`src/rtl/ddr_rd_pkg.sv`:
```
package ddr_rd_pkg;

  // deepest programmable latency; sizes the command delay line
  localparam int unsigned LAT_MAX = 3;

  typedef struct packed {
    logic [1:0] bl;   // burst code: 1,2,3 -> 2,4,8 beats
    logic       ilv;  // interleaved order when set
  } rd_meta_t;

  function automatic logic lat_legal(input logic [1:0] lat);
    return (lat == 2'd2) || (lat == 2'd3);
  endfunction

  function automatic logic bl_legal(input logic [1:0] bl);
    return bl != 2'd0;
  endfunction

  // data clocks of a burst, minus one
  function automatic logic [1:0] span_m1(input logic [1:0] bl);
    case (bl)
      2'd1:    return 2'd0;
      2'd2:    return 2'd1;
      default: return 2'd3;
    endcase
  endfunction

  function automatic logic [2:0] wrap_mask(input logic [1:0] bl);
    case (bl)
      2'd1:    return 3'b001;
      2'd2:    return 3'b011;
      default: return 3'b111;
    endcase
  endfunction

  // low address bits of beat k within the burst
  function automatic logic [2:0] order_low(input logic [2:0] start, input logic [2:0] k,
                                           input logic [1:0] bl, input logic ilv);
    logic [2:0] m;
    m = wrap_mask(bl);
    if (ilv) return (start ^ k) & m;
    return (start + k) & m;
  endfunction

endpackage

```
`src/rtl/ddr_rd_cfg.sv`:
```
module ddr_rd_cfg
  import ddr_rd_pkg::*;
(
  input  logic       clk,
  input  logic       rst_n,
  input  logic       cfg_load,
  input  logic [1:0] cfg_lat,
  input  logic [1:0] cfg_bl,
  input  logic       cfg_ilv,
  input  logic       busy,
  output logic [1:0] lat_q,
  output logic [1:0] bl_q,
  output logic       ilv_q,
  output logic       cfg_err
);

  logic take;
  assign take = cfg_load && lat_legal(cfg_lat) && bl_legal(cfg_bl) && !busy;

  always_ff @(posedge clk or negedge rst_n) begin
    if (!rst_n) begin
      lat_q   <= 2'd2;
      bl_q    <= 2'd2;
      ilv_q   <= 1'b0;
      cfg_err <= 1'b0;
    end else begin
      cfg_err <= cfg_load && !take;
      if (take) begin
        lat_q <= cfg_lat;
        bl_q  <= cfg_bl;
        ilv_q <= cfg_ilv;
      end
    end
  end

  p_lat_legal_r1: assert property (@(posedge clk) disable iff (!rst_n)
    (lat_q == 2'd2) || (lat_q == 2'd3));

  p_hold_busy_r12: assert property (@(posedge clk) disable iff (!rst_n)
    busy |=> ($stable(lat_q) && $stable(bl_q) && $stable(ilv_q)));

endmodule

```
`src/rtl/ddr_rd_sched.sv`:
```
module ddr_rd_sched
  import ddr_rd_pkg::*;
#(
  parameter int unsigned DW    = 8,
  parameter int unsigned DEPTH = LAT_MAX
) (
  input  logic          clk,
  input  logic          rst_n,
  input  logic          rd_valid,
  input  logic [DW-1:0] rd_addr,
  input  logic [1:0]    lat_q,
  input  logic [1:0]    bl_q,
  input  logic          ilv_q,
  output logic          rd_ready,
  output logic          rd_acc,
  output logic          tap_v,
  output logic [DW-1:0] tap_addr,
  output rd_meta_t      tap_meta,
  output logic          pipe_busy
);

  localparam int unsigned IW = (DEPTH > 1) ? $clog2(DEPTH) : 1;

  logic [1:0]    gap;
  logic [DEPTH-1:0] st_v;
  logic [DW-1:0] st_a [DEPTH];
  rd_meta_t      st_m [DEPTH];
  logic [IW-1:0] tidx;

  assign rd_ready = (gap == 2'd0);
  assign rd_acc   = rd_valid && rd_ready;

  always_ff @(posedge clk or negedge rst_n) begin
    if (!rst_n) begin
      gap <= 2'd0;
    end else if (rd_acc) begin
      gap <= span_m1(bl_q);
    end else if (gap != 2'd0) begin
      gap <= gap - 2'd1;
    end
  end

  always_ff @(posedge clk or negedge rst_n) begin
    if (!rst_n) begin
      st_v[0] <= 1'b0;
      st_a[0] <= '0;
      st_m[0] <= '0;
    end else begin
      st_v[0] <= rd_acc;
      st_a[0] <= rd_addr;
      st_m[0] <= '{bl: bl_q, ilv: ilv_q};
    end
  end

  for (genvar i = 1; i < DEPTH; i++) begin : g_stage
    always_ff @(posedge clk or negedge rst_n) begin
      if (!rst_n) begin
        st_v[i] <= 1'b0;
        st_a[i] <= '0;
        st_m[i] <= '0;
      end else begin
        st_v[i] <= st_v[i-1];
        st_a[i] <= st_a[i-1];
        st_m[i] <= st_m[i-1];
      end
    end
  end

  // a request sits lat-1 stages before the engine picks it up
  assign tidx      = IW'(lat_q - 2'd1);
  assign tap_v     = st_v[tidx];
  assign tap_addr  = st_a[tidx];
  assign tap_meta  = st_m[tidx];
  assign pipe_busy = |st_v;

  p_ready_gap_r11: assert property (@(posedge clk) disable iff (!rst_n)
    (rd_acc && (bl_q != 2'd1)) |=> !rd_ready);

endmodule

```
`src/rtl/ddr_rd_beat.sv`:
```
module ddr_rd_beat
  import ddr_rd_pkg::*;
#(
  parameter int unsigned DW = 8
) (
  input  logic          clk,
  input  logic          rst_n,
  input  logic          tap_v,
  input  logic [DW-1:0] tap_addr,
  input  rd_meta_t      tap_meta,
  output logic          dq_oe,
  output logic [DW-1:0] dq_rise,
  output logic [DW-1:0] dq_fall,
  output logic          dqs,
  output logic          dqs_oe_rise,
  output logic          dqs_oe_fall,
  output logic          dqs_pre,
  output logic          dqs_post,
  output logic          eng_busy
);

  logic          act, post;
  logic [DW-1:0] base;
  rd_meta_t      meta;
  logic [2:0]    idx;
  logic [1:0]    left;

  function automatic logic [DW-1:0] word_at(input logic [DW-1:0] a, input logic [2:0] k,
                                            input rd_meta_t md);
    logic [2:0] keep;
    keep = a[2:0] & ~wrap_mask(md.bl);
    return {a[DW-1:3], keep | order_low(a[2:0], k, md.bl, md.ilv)};
  endfunction

  always_ff @(posedge clk or negedge rst_n) begin
    if (!rst_n) begin
      act     <= 1'b0;
      post    <= 1'b0;
      base    <= '0;
      meta    <= '0;
      idx     <= '0;
      left    <= '0;
      dq_rise <= '0;
      dq_fall <= '0;
    end else if (tap_v) begin
      // new burst, possibly continuing straight from the last one
      act     <= 1'b1;
      post    <= 1'b0;
      base    <= tap_addr;
      meta    <= tap_meta;
      idx     <= 3'd2;
      left    <= span_m1(tap_meta.bl);
      dq_rise <= word_at(tap_addr, 3'd0, tap_meta);
      dq_fall <= word_at(tap_addr, 3'd1, tap_meta);
    end else if (act && (left != 2'd0)) begin
      post    <= 1'b0;
      idx     <= idx + 3'd2;
      left    <= left - 2'd1;
      dq_rise <= word_at(base, idx, meta);
      dq_fall <= word_at(base, idx + 3'd1, meta);
    end else begin
      post <= act;
      act  <= 1'b0;
    end
  end

  assign dq_oe       = act;
  assign dqs         = act;
  assign dqs_pre     = tap_v && !act;
  assign dqs_post    = post;
  assign dqs_oe_rise = act || dqs_pre || post;
  assign dqs_oe_fall = act || dqs_pre;
  assign eng_busy    = act || post;

  p_pre_leads_r8: assert property (@(posedge clk) disable iff (!rst_n)
    dqs_pre |=> dq_oe);

  p_post_trails_r9: assert property (@(posedge clk) disable iff (!rst_n)
    dqs_post |-> (!dq_oe && $past(dq_oe)));

  p_seam_r10: assert property (@(posedge clk) disable iff (!rst_n)
    (dq_oe && tap_v) |=> (dq_oe && !dqs_post));

endmodule

```
`src/rtl/ddr_rd_return.sv`:
```
module ddr_rd_return
  import ddr_rd_pkg::*;
#(
  parameter int unsigned DW = 8
) (
  input  logic          clk,
  input  logic          rst_n,
  input  logic          cfg_load,
  input  logic [1:0]    cfg_lat,
  input  logic [1:0]    cfg_bl,
  input  logic          cfg_ilv,
  output logic          cfg_err,
  input  logic          rd_valid,
  output logic          rd_ready,
  input  logic [DW-1:0] rd_addr,
  output logic          dq_oe,
  output logic [DW-1:0] dq_rise,
  output logic [DW-1:0] dq_fall,
  output logic          dqs,
  output logic          dqs_oe_rise,
  output logic          dqs_oe_fall,
  output logic          dqs_pre,
  output logic          dqs_post
);

  logic [1:0]    lat_q, bl_q;
  logic          ilv_q, rd_acc, tap_v, pipe_busy, eng_busy, busy_any;
  logic [DW-1:0] tap_addr;
  rd_meta_t      tap_meta;

  assign busy_any = pipe_busy || eng_busy || rd_acc;

  ddr_rd_cfg u_cfg (
    .clk(clk), .rst_n(rst_n), .cfg_load(cfg_load), .cfg_lat(cfg_lat),
    .cfg_bl(cfg_bl), .cfg_ilv(cfg_ilv), .busy(busy_any),
    .lat_q(lat_q), .bl_q(bl_q), .ilv_q(ilv_q), .cfg_err(cfg_err)
  );

  ddr_rd_sched #(.DW(DW), .DEPTH(LAT_MAX)) u_sched (
    .clk(clk), .rst_n(rst_n), .rd_valid(rd_valid), .rd_addr(rd_addr),
    .lat_q(lat_q), .bl_q(bl_q), .ilv_q(ilv_q), .rd_ready(rd_ready),
    .rd_acc(rd_acc), .tap_v(tap_v), .tap_addr(tap_addr), .tap_meta(tap_meta),
    .pipe_busy(pipe_busy)
  );

  ddr_rd_beat #(.DW(DW)) u_beat (
    .clk(clk), .rst_n(rst_n), .tap_v(tap_v), .tap_addr(tap_addr), .tap_meta(tap_meta),
    .dq_oe(dq_oe), .dq_rise(dq_rise), .dq_fall(dq_fall), .dqs(dqs),
    .dqs_oe_rise(dqs_oe_rise), .dqs_oe_fall(dqs_oe_fall),
    .dqs_pre(dqs_pre), .dqs_post(dqs_post), .eng_busy(eng_busy)
  );

  // the first data clock follows a latency-aligned pickup of the request
  p_first_beat_r2: assert property (@(posedge clk) disable iff (!rst_n)
    $rose(dq_oe) |-> ($past(tap_v) && $past(dqs_pre)));

endmodule

```
`config.mk`:
```
export PLATFORM = sky130hd
export DESIGN_NAME = ddr_rd_return
export DESIGN_NICKNAME = d
export VERILOG_FILES = /design/src/rtl/ddr_rd_pkg.sv /design/src/rtl/ddr_rd_cfg.sv /design/src/rtl/ddr_rd_sched.sv /design/src/rtl/ddr_rd_beat.sv /design/src/rtl/ddr_rd_return.sv
export SDC_FILE = /design/constraint.sdc
export NUM_CORES = 1
export LEC_CHECK = 0
export ABC_AREA = 1
export BUFFER_PORTS_ARGS = -buffer_cell sky130_fd_sc_hd__buf_2
export CORE_ASPECT_RATIO = 1.1
export CORE_MARGIN = 2
export CORE_UTILIZATION = 57
export DETAILED_ROUTE_END_ITERATION = 6
export GPL_TIMING_DRIVEN = 0
export PLACE_DENSITY_LB_ADDON = 0.15
export SYNTH_ARGS = -nofsm -noshare
export SYNTH_HDL_FRONTEND = slang
export SYNTH_HIERARCHICAL = 1
export SYNTH_SLANG_ARGS = --single-unit
```
`constraint.sdc`:
```
create_clock -name clk -period 2.16 [get_ports clk]
set_input_delay 0.108 -clock clk [delete_from_list [all_inputs] [get_ports clk]]
set_output_delay 0.108 -clock clk [all_outputs]
set_load 0.01 [all_outputs]
```
Word level (Yosys, flattened, before mapping)
Cells that the tools add are included.

storage, ports and cells
  register bits after elaboration = 78
  bits in latches = 0
  bits in writable memories = 0
  memory bits (read-only) = 0
  bits of input ports = 17
  output and inout bits = 24
  word-level logic and storage cells = 135
  memories kept = 0

operators by class
  $add $sub $neg = 8
  multipliers = 0
  divide/modulo/power cells = 0
  $lt $le $gt $ge = 2
  equal/unequal tests = 9
  shifts and indexed selects = 0
  mux-type cells = 48
  bitwise gates (word level) = 19
  reductions and logical operators = 23

operators with widths
  cell                   count
  $mux W3                21
  $mux W8                6
  $and A3 B3 Y3          9
  $bmux W8 S2            1
  $or A3 B3 Y3           4
  $pmux W3 S2            2
  $eq A2 B2 Y1 const B   5
  $mux W1                10
  $reduce_bool A2 Y1     5
  $mux W2                4
  $pmux W2 S2            2
  $logic_and A1 B1 Y1    7
  $add A3 B1 Y3 const B  2
  $add A3 B3 Y3          2
  $bmux W3 S2            1
  $eq A2 B1 Y1 const B   3
  $logic_or A1 B1 Y1     6
  $not A3 Y3             2
  $sub A2 B1 Y2 const B  3
  $xor A3 B3 Y3          2
  $add A3 B2 Y3 const B  1
  $ge A3 B3 Y1 const B   1
  $logic_not A1 Y1       3
  $lt A2 B3 Y1 const B   1
  6 further kinds        6

Longest topological paths before layout
Gate-level depths: netlist (run 1).

  depth in word-level cells = 14
  depth in mapped cells = 12
  gate-level depth less buffers = 10

Cells and area by module
The synthesis (run 1) kept the hierarchy.

modules (own cells, without submodules)
  module         times used  cells an instance  area each (µm²)  seq. area each (µm²)
  ddr_rd_beat    1           167                1422.6           700.7
  ddr_rd_sched   1           118                1408.9           950.9
  ddr_rd_cfg     1           27                 270.3            152.6
  ddr_rd_return  1           3                  11.3             0.0

Least setup slack after synthesis (run 1)
Ideal clock, no wire load.

  path kind = register -> register
  start = reg u_cfg.lat_q[1]
  end = reg u_beat.dq_fall[1]
  library setup time = 0.141 ns
  arrival time = 1.611 ns
  data required time = 2.019 ns
  setup slack = 0.409 ns
  stages on the path, launching flop included = 9
  clock period less this slack = 1.751 ns
  path through = dfstp_2 > buf_6 > inv_4 > buf_6 > nand3_1 > nand3_1 > ha_1 > o311ai_0 > nand3_1

between the ends
  elaborated cells between the ends (all ways) = 27
  classes of those cells = add/sub: 2; eq/ne: 2; mux: 16; bitwise: 6; reduce/logical: 1

RTL lines
  item                                         line                 text
  from (decl)                                  ddr_rd_cfg.sv:11     output logic [1:0] lat_q,
  from (signal assigned)                       ddr_rd_cfg.sv:29     lat_q <= cfg_lat;
  $sub A2 B1 Y2                                ddr_rd_sched.sv:70   assign tidx = IW'(lat_q - 2'd1);
  $not A2 Y3 (implied by the code)             ddr_rd_sched.sv:72   assign tap_addr = st_a[tidx];
  $bmux W8 S2                                  ddr_rd_sched.sv:72
  $mux W8 (implied by the code) (2 in series)  ddr_rd_sched.sv:72
  via tap_addr[0]                              ddr_rd_return.sv:28  logic [DW-1:0] tap_addr;
  $add A3 B1 Y3                                ddr_rd_pkg.sv:42     return (start + k) & m;
  $and A3 B3 Y3                                ddr_rd_pkg.sv:42
  $mux W3                                      ddr_rd_pkg.sv:42
  $mux W3                                      ddr_rd_beat.sv:45    end else if (tap_v) begin
  $or A3 B3 Y3                                 ddr_rd_beat.sv:32    return {a[DW-1:3], keep | order_low(a[2:0], k, md.bl, md.ilv)};
  $mux W8                                      ddr_rd_beat.sv:45
  to (signal assigned)                         ddr_rd_beat.sv:54    dq_fall <= word_at(tap_addr, 3'd1, tap_meta);
  to (signal assigned)                         ddr_rd_beat.sv:60    dq_fall <= word_at(base, idx + 3'd1, meta);
  to (decl)                                    ddr_rd_beat.sv:13    output logic [DW-1:0] dq_fall,

The timed path passes the listed nets, and every way through them passes these cells. The select of a mux whose other input is x is not followed.
A chain may end at the register's enable or synchronous reset.

Worst setup path in the final report (run 1)
  start = reg u_cfg.lat_q[1]
  end = reg u_beat.dq_fall[1]

between the ends
  elaborated cells between the ends (all ways) = 27
  classes of those cells = add/sub: 2; eq/ne: 2; mux: 16; bitwise: 6; reduce/logical: 1

RTL lines
  item                                                   line
  $sub A2 B1 Y2 (*)                                      ddr_rd_sched.sv:70
  $not A2 Y3 (implied by the code) (*)                   ddr_rd_sched.sv:72
  $bmux W8 S2 (*)                                        ddr_rd_sched.sv:72
  $mux W8 (implied by the code) (*) (2 in series)        ddr_rd_sched.sv:72
  via tap_addr[1]                                        ddr_rd_return.sv:28
  $add A3 B1 Y3 / $and A3 B3 Y3 (equally long branches)  ddr_rd_pkg.sv:42, ddr_rd_pkg.sv:41
  $and A3 B3 Y3 / $mux W3 (equally long branches)        ddr_rd_pkg.sv:42, ddr_rd_pkg.sv:41
  $mux W3                                                ddr_rd_pkg.sv:42
  $mux W3                                                ddr_rd_beat.sv:45
  $or A3 B3 Y3 (*)                                       ddr_rd_beat.sv:32
  $mux W8 (*)                                            ddr_rd_beat.sv:45

Mark *: on every way through the listed nets, which the timed path passes. The rest lies on a longest branch. The select of a mux whose other input is x is not followed.

==> results of run 1 <==
cell usage in the layout, fill, tap and decap left out, types with 2 or more instances in the layout:
cell,netlist,final
inv_1,28,28
dfstp_2,2,2
a31oi_1,6,6
dfrtp_1,70,70
o21ai_0,11,11
inv_4,2,3
clkinv_2,1,2
buf_6,8,8
fa_1,2,2
nand2_2,2,2
a21oi_1,5,5
nand3_1,65,65
clkbuf_8,1,11
buf_2,3,41
nand2_1,64,64
nand2_4,2,2
dlygate4sd3_1,0,10
nor2_1,13,13
ha_1,8,8
clkinvlp_4,0,3
buf_4,6,7
layout make-up:
| class | instances | share of cell area (%) |
|---|---|---|
| clock buffer | 10 | 3.71 |
| inverter | 34 | 3.67 |
| buffer | 17 | 4.28 |
| multi-input combinational | 191 | 27.2 |
| timing repair buffer | 50 | 8.16 |
| tap | 75 | 2.53 |
| clock inverter | 6 | 1.79 |
| sequential | 72 | 48.6 |
per-layer routing:
metal | share of wire, % | global-route usage [%]
met4 | 1.1 | 9.64
met3 | 3.4 | 3.80
met5 | 0 | 0
met1 | 44 | 28.0
met2 | 51 | 36.5
per-stage QoR:
| step | utilization [%] | hold slack (ns) |
|---|---|---|
| floorplan | - | -0.188 |
| global placement | 64.0 | 0.215 |
| detailed placement | 64.0 | 0.217 |
| CTS | 69.6 | 0.0105 |
| global route | 69.7 | 0.0337 |
| finish | 69.7 | 0.0159 |
kinds of logic (layout without fill, tap and decap cells):
| logic type | Yosys count | after routing | share of synthesized area (%) |
|---|---|---|---|
| compound gates | 28 | 28 | 5.27 |
| fa+ha+maj | 10 | 10 | 4.50 |
| buf+inv | 52 | 117 | 9.57 |
| flops | 72 | 72 | 58.0 |
| other cells | 1 | 1 | 0.120 |
| simple gates | 152 | 152 | 22.6 |
Yosys cell counts, types with 2 or more instances:
master | number | share of area (%)
nand2_2 | 2 | 0.40
inv_2 | 2 | 0.24
dfrtp_1 | 70 | 56
dfstp_2 | 2 | 1.7
buf_4 | 6 | 1.4
o21ai_0 | 11 | 1.8
inv_1 | 28 | 3.4
buf_6 | 8 | 2.9
nand2_1 | 64 | 7.7
inv_4 | 2 | 0.40
ha_1 | 8 | 3.2
nand2_4 | 2 | 0.72
buf_2 | 3 | 0.48
a21oi_1 | 5 | 0.80
a31oi_1 | 6 | 1.2
nand3_1 | 65 | 10
fa_1 | 2 | 1.3
o311ai_0 | 2 | 0.56
nor2_1 | 13 | 1.6
final timing paths:
kind | startpoint | to | depth (start not counted)
worst max register to register | u_cfg/lat_q[1] | u_beat/dq_fall[1] | 8
max in group asynchronous | rst_n | u_sched/gap[1] | 2
worst min register to register | u_sched/st_a[10] | u_sched/st_a[2] | 0
min in group asynchronous | rst_n | u_beat/idx[1] | 2
worst min-delay path | cfg_lat[0] | u_cfg/lat_q[0] | 3
worst max-delay path | u_cfg/lat_q[1] | u_beat/dq_fall[1] | 8
registers in the layout, summed over array words and instances, names as in the netlist:
signal	count
u_beat/dq_oe	1
u_cfg/lat_q	2
u_cfg/cfg_err	1
u_beat/idx	2
u_beat/dqs_post	1
u_cfg/ilv_q	1
u_sched/st_m	9
u_cfg/bl_q	2
u_sched/gap	2
u_sched/st_v	3
u_beat/dq_rise	8
u_beat/meta	3
u_sched/st_a	24
u_beat/dq_fall	3
u_beat/base	8
u_beat/left	2
repair_timing:
item | CTS | global route
endpoints found under the hold margin | 79 | 0
endpoints found under the setup margin | 2 | 2
gates resized for setup | 0 | 2
hold buffers | 10 | 0
setup buffers | 0 | 0
pin swaps | 0 | 0
power breakdown:
part	internal [mW]	switching (mW)
clock	0.566	0.501
combinational	0.894	1.30
sequential	1.78	0.239
total	3.24	2.04
worst max-delay path: stages (launching register included):
cell and delay, ns:
dfstp_2 0.54, buf_6 0.13, inv_4 0.04, buf_6 0.13
nand3_1 0.07, nand3_1 0.16, ha_1 0.33, o311ai_1 0.35
nand3_1 0.11
==> impl_results.md, run 1 <==
* Post-synth net total at about 340
* Via density at 4.98
* Worst Path Class, Setup: flop to flop
* CP Launch Type: flop
* Cells after Synth at 315
* Clock slew at reported path FFs at ~0.070 ns
* Sink Count at 72
* Final Hold Fails at 0
* Avg Inst Size Synth at 9.88 um^2
* Cells after DPL at 430
* CTS Buf Count at 9
* GRT overflow at 0
* DR DRC count at 0
* Run status: completed
* Setup-failing EPs final at 0
* CTS tree: yes
* DP HPWL at 4.17 mm
* Relative slew slack at 42.3%
* Syn. warnings at 6
* # fillers at approximately 460
* Final TNS setup at 0 ns
* Finished layout cell area at ~0.0037 mm^2
* Post-route minimum period at 1.98 ns
* Root buf cell: clkbuf_8
* Netlist Area Pre-Place at around 0.0031 mm^2
* CTS H-Tree Depth at 3
* First-pass GRT wire length at 9.93 mm
* Post-synth EDFFs at 0
* Fmax at slightly above 500 MHz
* Worst Path Arrival at about 2.2 ns
* Total wire length at around 5.8 mm
* Tot GR Track Use at a little over a fifth
* Diodes inserted at 0
* Boundary pin count at 41
* FF+latch area at around 0.0018 mm^2
* Worst Skew at ~0.011 ns
* #FFs+latches synth at slightly above 70
* Max IR drop VDD at 0.875 mV
* Vias at between 2,000 and 2,500
* IO buf count at 40
* Die area at between 0.006 and 0.007 mm^2
* Final setup margin at 0.177 ns
* Max-Cap Viols at 0
* Area grow syn2layout at 19.2%
* Row count at 28
* Fin nets at about 400
* Max Fanout on Critical Path at 10
* Async SR Flop Fraction at 100%
* Largest net degree at the start of global routing at between 70 and 80
* Initial DRC count at 146
* Initial core utilization at around 58%
* Area occupied by multi-input gates at between 0.001 and 0.0015 mm^2
* Place WS at roughly 0.098 ns
* Unique masters post-synth at 33
* DRT Pass-1 Iters at 4
* Worst Tran Pin Value at approximately 0.86 ns
* Ys flop type: dfrtp_1
* Slew Viols, Final at 0
* Core area at 0.00533 mm^2
* Seq/Total Area, Yosys at 58.0%
* Initial antenna violation count at 0
* Number of global-route vias before repair at ~2,200
* Worst-Skew Late Latency at ~0.33 ns
* Clk buf depth at 2
* Die W at roughly 74 um
* Die height at about 82 um
* Area after DPL at between 0.003 and 0.004 mm^2
* GPL Wtd Cong at slightly above 0.8
* Post-DR wirelength/cell at between 10 and 15 um
* LEAKAGE at 1.90 nW
* Share of post-route cells with drive strength above 1 at 22.9%
* Setup crit end kind: flop
* RSZ-0062 raised after global routing: false
* Hold crit path type: input port to flop
* Crit share post-route at between 90% and 100%
* Slack of the worst reg-to-reg path at approximately 0.18 ns
* Critical Path RT at about 2.4 ns
* Final Instance Count excl. Fillers at between 400 and 500
* Final Power at between 5 and 6 mW
* Power per cell area at 1420 mW/mm^2
* Post-DRT Antenna Nets at 0
(Power assumes the default switching activity.)
==> run 2, diff against run 1 <==
--- a/config.mk
+++ b/config.mk
@@ -12,6 +12,7 @@
 export CORE_UTILIZATION = 57
 export DETAILED_ROUTE_END_ITERATION = 6
 export GPL_TIMING_DRIVEN = 0
+export HOLD_SLACK_MARGIN = 0.12
 export PLACE_DENSITY_LB_ADDON = 0.15
 export SYNTH_ARGS = -nofsm -noshare
 export SYNTH_HDL_FRONTEND = slang
==> run 2 against run 1 <==
Net effect: critical endpoint unchanged; hold slack gained 0.13 ns; first-iteration DRC count grew 7.5%; non-clock buffer count grew 5; register-to-register slack is essentially flat; critical path type unchanged; sequential share of layout area shrank 0.65 points; sequential cell count is the same; highest routed layer unchanged.
==> impl_results.md, run 2 (synthesized netlist as in run 1, its figures left out) <==
* Run status: completed
* Setup crit end kind: flop
* Worst R2R End: u_beat/dq_fall[1]
* Fin nets at 407 (+1.2%)
* Cells after DPL at 430 (unchanged)
* Fmax at 504 MHz (about the same)
* Commonest non-fill, non-tap cell in the layout: dfrtp_1
* Share of post-route cells with drive strength above 1 at 22.6% (-0.30 points)
* Hold crit path type: input port to flop
* CTS Buf Count at 9 (unchanged)
* DRT Pass-1 Iters at 4 (unchanged)
* Met2 GRT Util at 37.2% (+0.62 points)
* Worst-Skew Late Latency at 0.33 ns (about the same)
* Final Core Density at 70.6% (+0.94 points)
* Commonest non-fill, non-tap cells in the layout: dfrtp_1, nand3_1, nand2_1
* Max Fanout on Critical Path at 10 (unchanged)
* Via density at 4.95 (-0.61%)
* Worst Path Arrival at 2.18 ns (about the same)
* Boundary pin count at 41 (unchanged)
* Largest registers: u_sched/st_a: 24 flops, u_sched/st_m: 9 flops
* Reg2reg path depth at 8 (unchanged)
* RSZ-0062 raised after global routing: false
* Final Hold Fails at 0 (unchanged)
* Post-route minimum period at 1.98 ns (-0.000640 ns)
* DR DRC count at 0 (unchanged)
* Total wire length at 5.91 mm (+1.2%)
* Die W at 74.5 um (unchanged)
* Max reg flops at 24 (unchanged)
* Worst Path Class, Setup: flop to flop
* Final Instance Count excl. Fillers at 460 (+1.1%)
* Hold path start: cfg_lat[1]
* GR Util met3 at 4.05% (+0.25 points)
* Core area at 0.00533 mm^2 (unchanged)
* Post-DRT Antenna Nets at 0 (unchanged)
* Setup-failing EPs final at 0 (unchanged)
* Power per cell area at 1410 mW/mm^2 (-1.2%)
* Initial antenna violation count at 0 (unchanged)
* Crit share post-route at 91.8% (about the same)
* First-pass GRT wire length at 10.1 mm (+1.5%)
* Diodes inserted at 0 (unchanged)
* Worst Skew at 0.0106 ns (+0.0000520 ns)
* Final TNS setup at 0 ns (unchanged)
* GPL Wtd Cong at 0.805 (unchanged)
* Clk buf depth at 2 (unchanged)
* Slack of the worst reg-to-reg path at 0.18 ns (about the same)
* Top reg by flops: u_sched/st_a
* M1 GR Usage at 28.3% (+0.33 points)
* Max IR drop VDD at 0.876 mV (+0.11%)
* Vias at 2,279 (+0.49%)
* Relative slew slack at 42.2% (-0.13 points)
* Post-DR wirelength/cell at 12.9 um (+0.11%)
* CTS tree: yes
* Initial core utilization at 58.5% (unchanged)
* Worst Tran Pin Value at 0.867 ns (+0.00193 ns)
* Hold slack at 0.149 ns (+0.133 ns)
* Grt peak-use layer: met2
* LEAKAGE at 1.92 nW (+1.1%)
* Hold depth at 5 (+2)
* Reg2reg start: u_cfg/lat_q[1]
* DP HPWL at 4.17 mm (unchanged)
* Slew Viols, Final at 0 (unchanged)
* Die area at 0.00607 mm^2 (unchanged)
* CP Launch Type: flop
* Sink Count at 72 (unchanged)
* Area grow syn2layout at 20.8%
* Root buf cell: clkbuf_8
* Hold Path End: u_cfg/lat_q[1]
* Critical Path RT at 2.36 ns (about the same)
* Die height at 81.5 um (unchanged)
* Clock slew at reported path FFs at 0.07 ns (about the same)
* GRT overflow at 0 (unchanged)
* Largest net degree at the start of global routing at 73 (unchanged)
* Final Power at 5.29 mW (+0.15%)
* Tot GR Track Use at 22.2% (+0.34 points)
* Initial DRC count at 157 (+7.5%)
* CTS H-Tree Depth at 3 (unchanged)
* Max-Cap Viols at 0 (unchanged)
* Row count at 28 (unchanged)
* Number of global-route vias before repair at 2,236 (+1.4%)
* IO buf count at 40 (unchanged)
-- run 2: changes by cell type in the layout (fill, tap and decap cells not counted) --
cell / change
dlygate4sd3_1: +5
-- run 2: power breakdown --
group / switching (mW) / leakage, nW / internal [mW]
registers: 0.239 / 0.871 / 1.78
clock network: 0.502 / 0.0949 / 0.566
logic: 1.30 / 0.958 / 0.900
total: 2.04 / 1.92 / 3.25
-- run 2: per-stage QoR --
step | instance area [um^2] | worst slack (ns)
after floorplan | 3110 | 0.409
after global placement | 3410 | 0.115
after detailed placement | 3410 | 0.0984
after CTS | 3760 | 0.0771
after global routing | 3760 | 0.0228
final | 3760 | 0.177
-- run 2: repair_timing --
item | 4_1_cts | 5_1_grt
resized for setup | 0 | 2
setup buffers | 0 | 0
setup endpoints to repair | 2 | 2
hold buffers | 15 | 0
endpoints found under the hold margin | 86 | 0
-- run 2: worst max path at each step --
stage,startpoint,endpoint,slack (ns),cells past startpoint
after floorplan,u_cfg/lat_q[1],u_beat/dq_fall[1],0.41,8
after global routing,u_cfg/lat_q[1],u_beat/dq_fall[1],0.02,8
after detailed placement,u_cfg/lat_q[1],u_beat/dq_fall[1],0.1,8
final,u_cfg/lat_q[1],u_beat/dq_fall[1],0.18,8
after CTS,u_cfg/lat_q[1],u_beat/dq_fall[1],0.08,8
after global placement,u_cfg/lat_q[1],u_beat/dq_fall[1],0.12,8
-- run 2: layout make-up --
cell class	instances	area [um^2]
Clock buffer	10	138
Timing Repair Buffer	55	353
Multi-Input combinational cell	191	1010
Inverter	34	136
Clock inverter	6	66.3
Tap cell	75	93.8
Fill cell	451	1560
Sequential cell	72	1800
Buffer	17	159
-- run 2: critical path, stage by stage, from the launching register on --
cell,delay (ns)
dfstp_2,0.54
buf_6,0.13
inv_4,0.04
buf_6,0.13
nand3_1,0.07
nand3_1,0.16
ha_1,0.33
o311ai_1,0.35
nand3_1,0.11
-- run 2: layer usage --
layer	share of wire [%]	routed length, um	up-vias
met1	44	2610	1081
li1	-	-	1151
met5	0	0	-
met2	52	3060	41
met3	3.1	181	6
met4	1.1	64	0
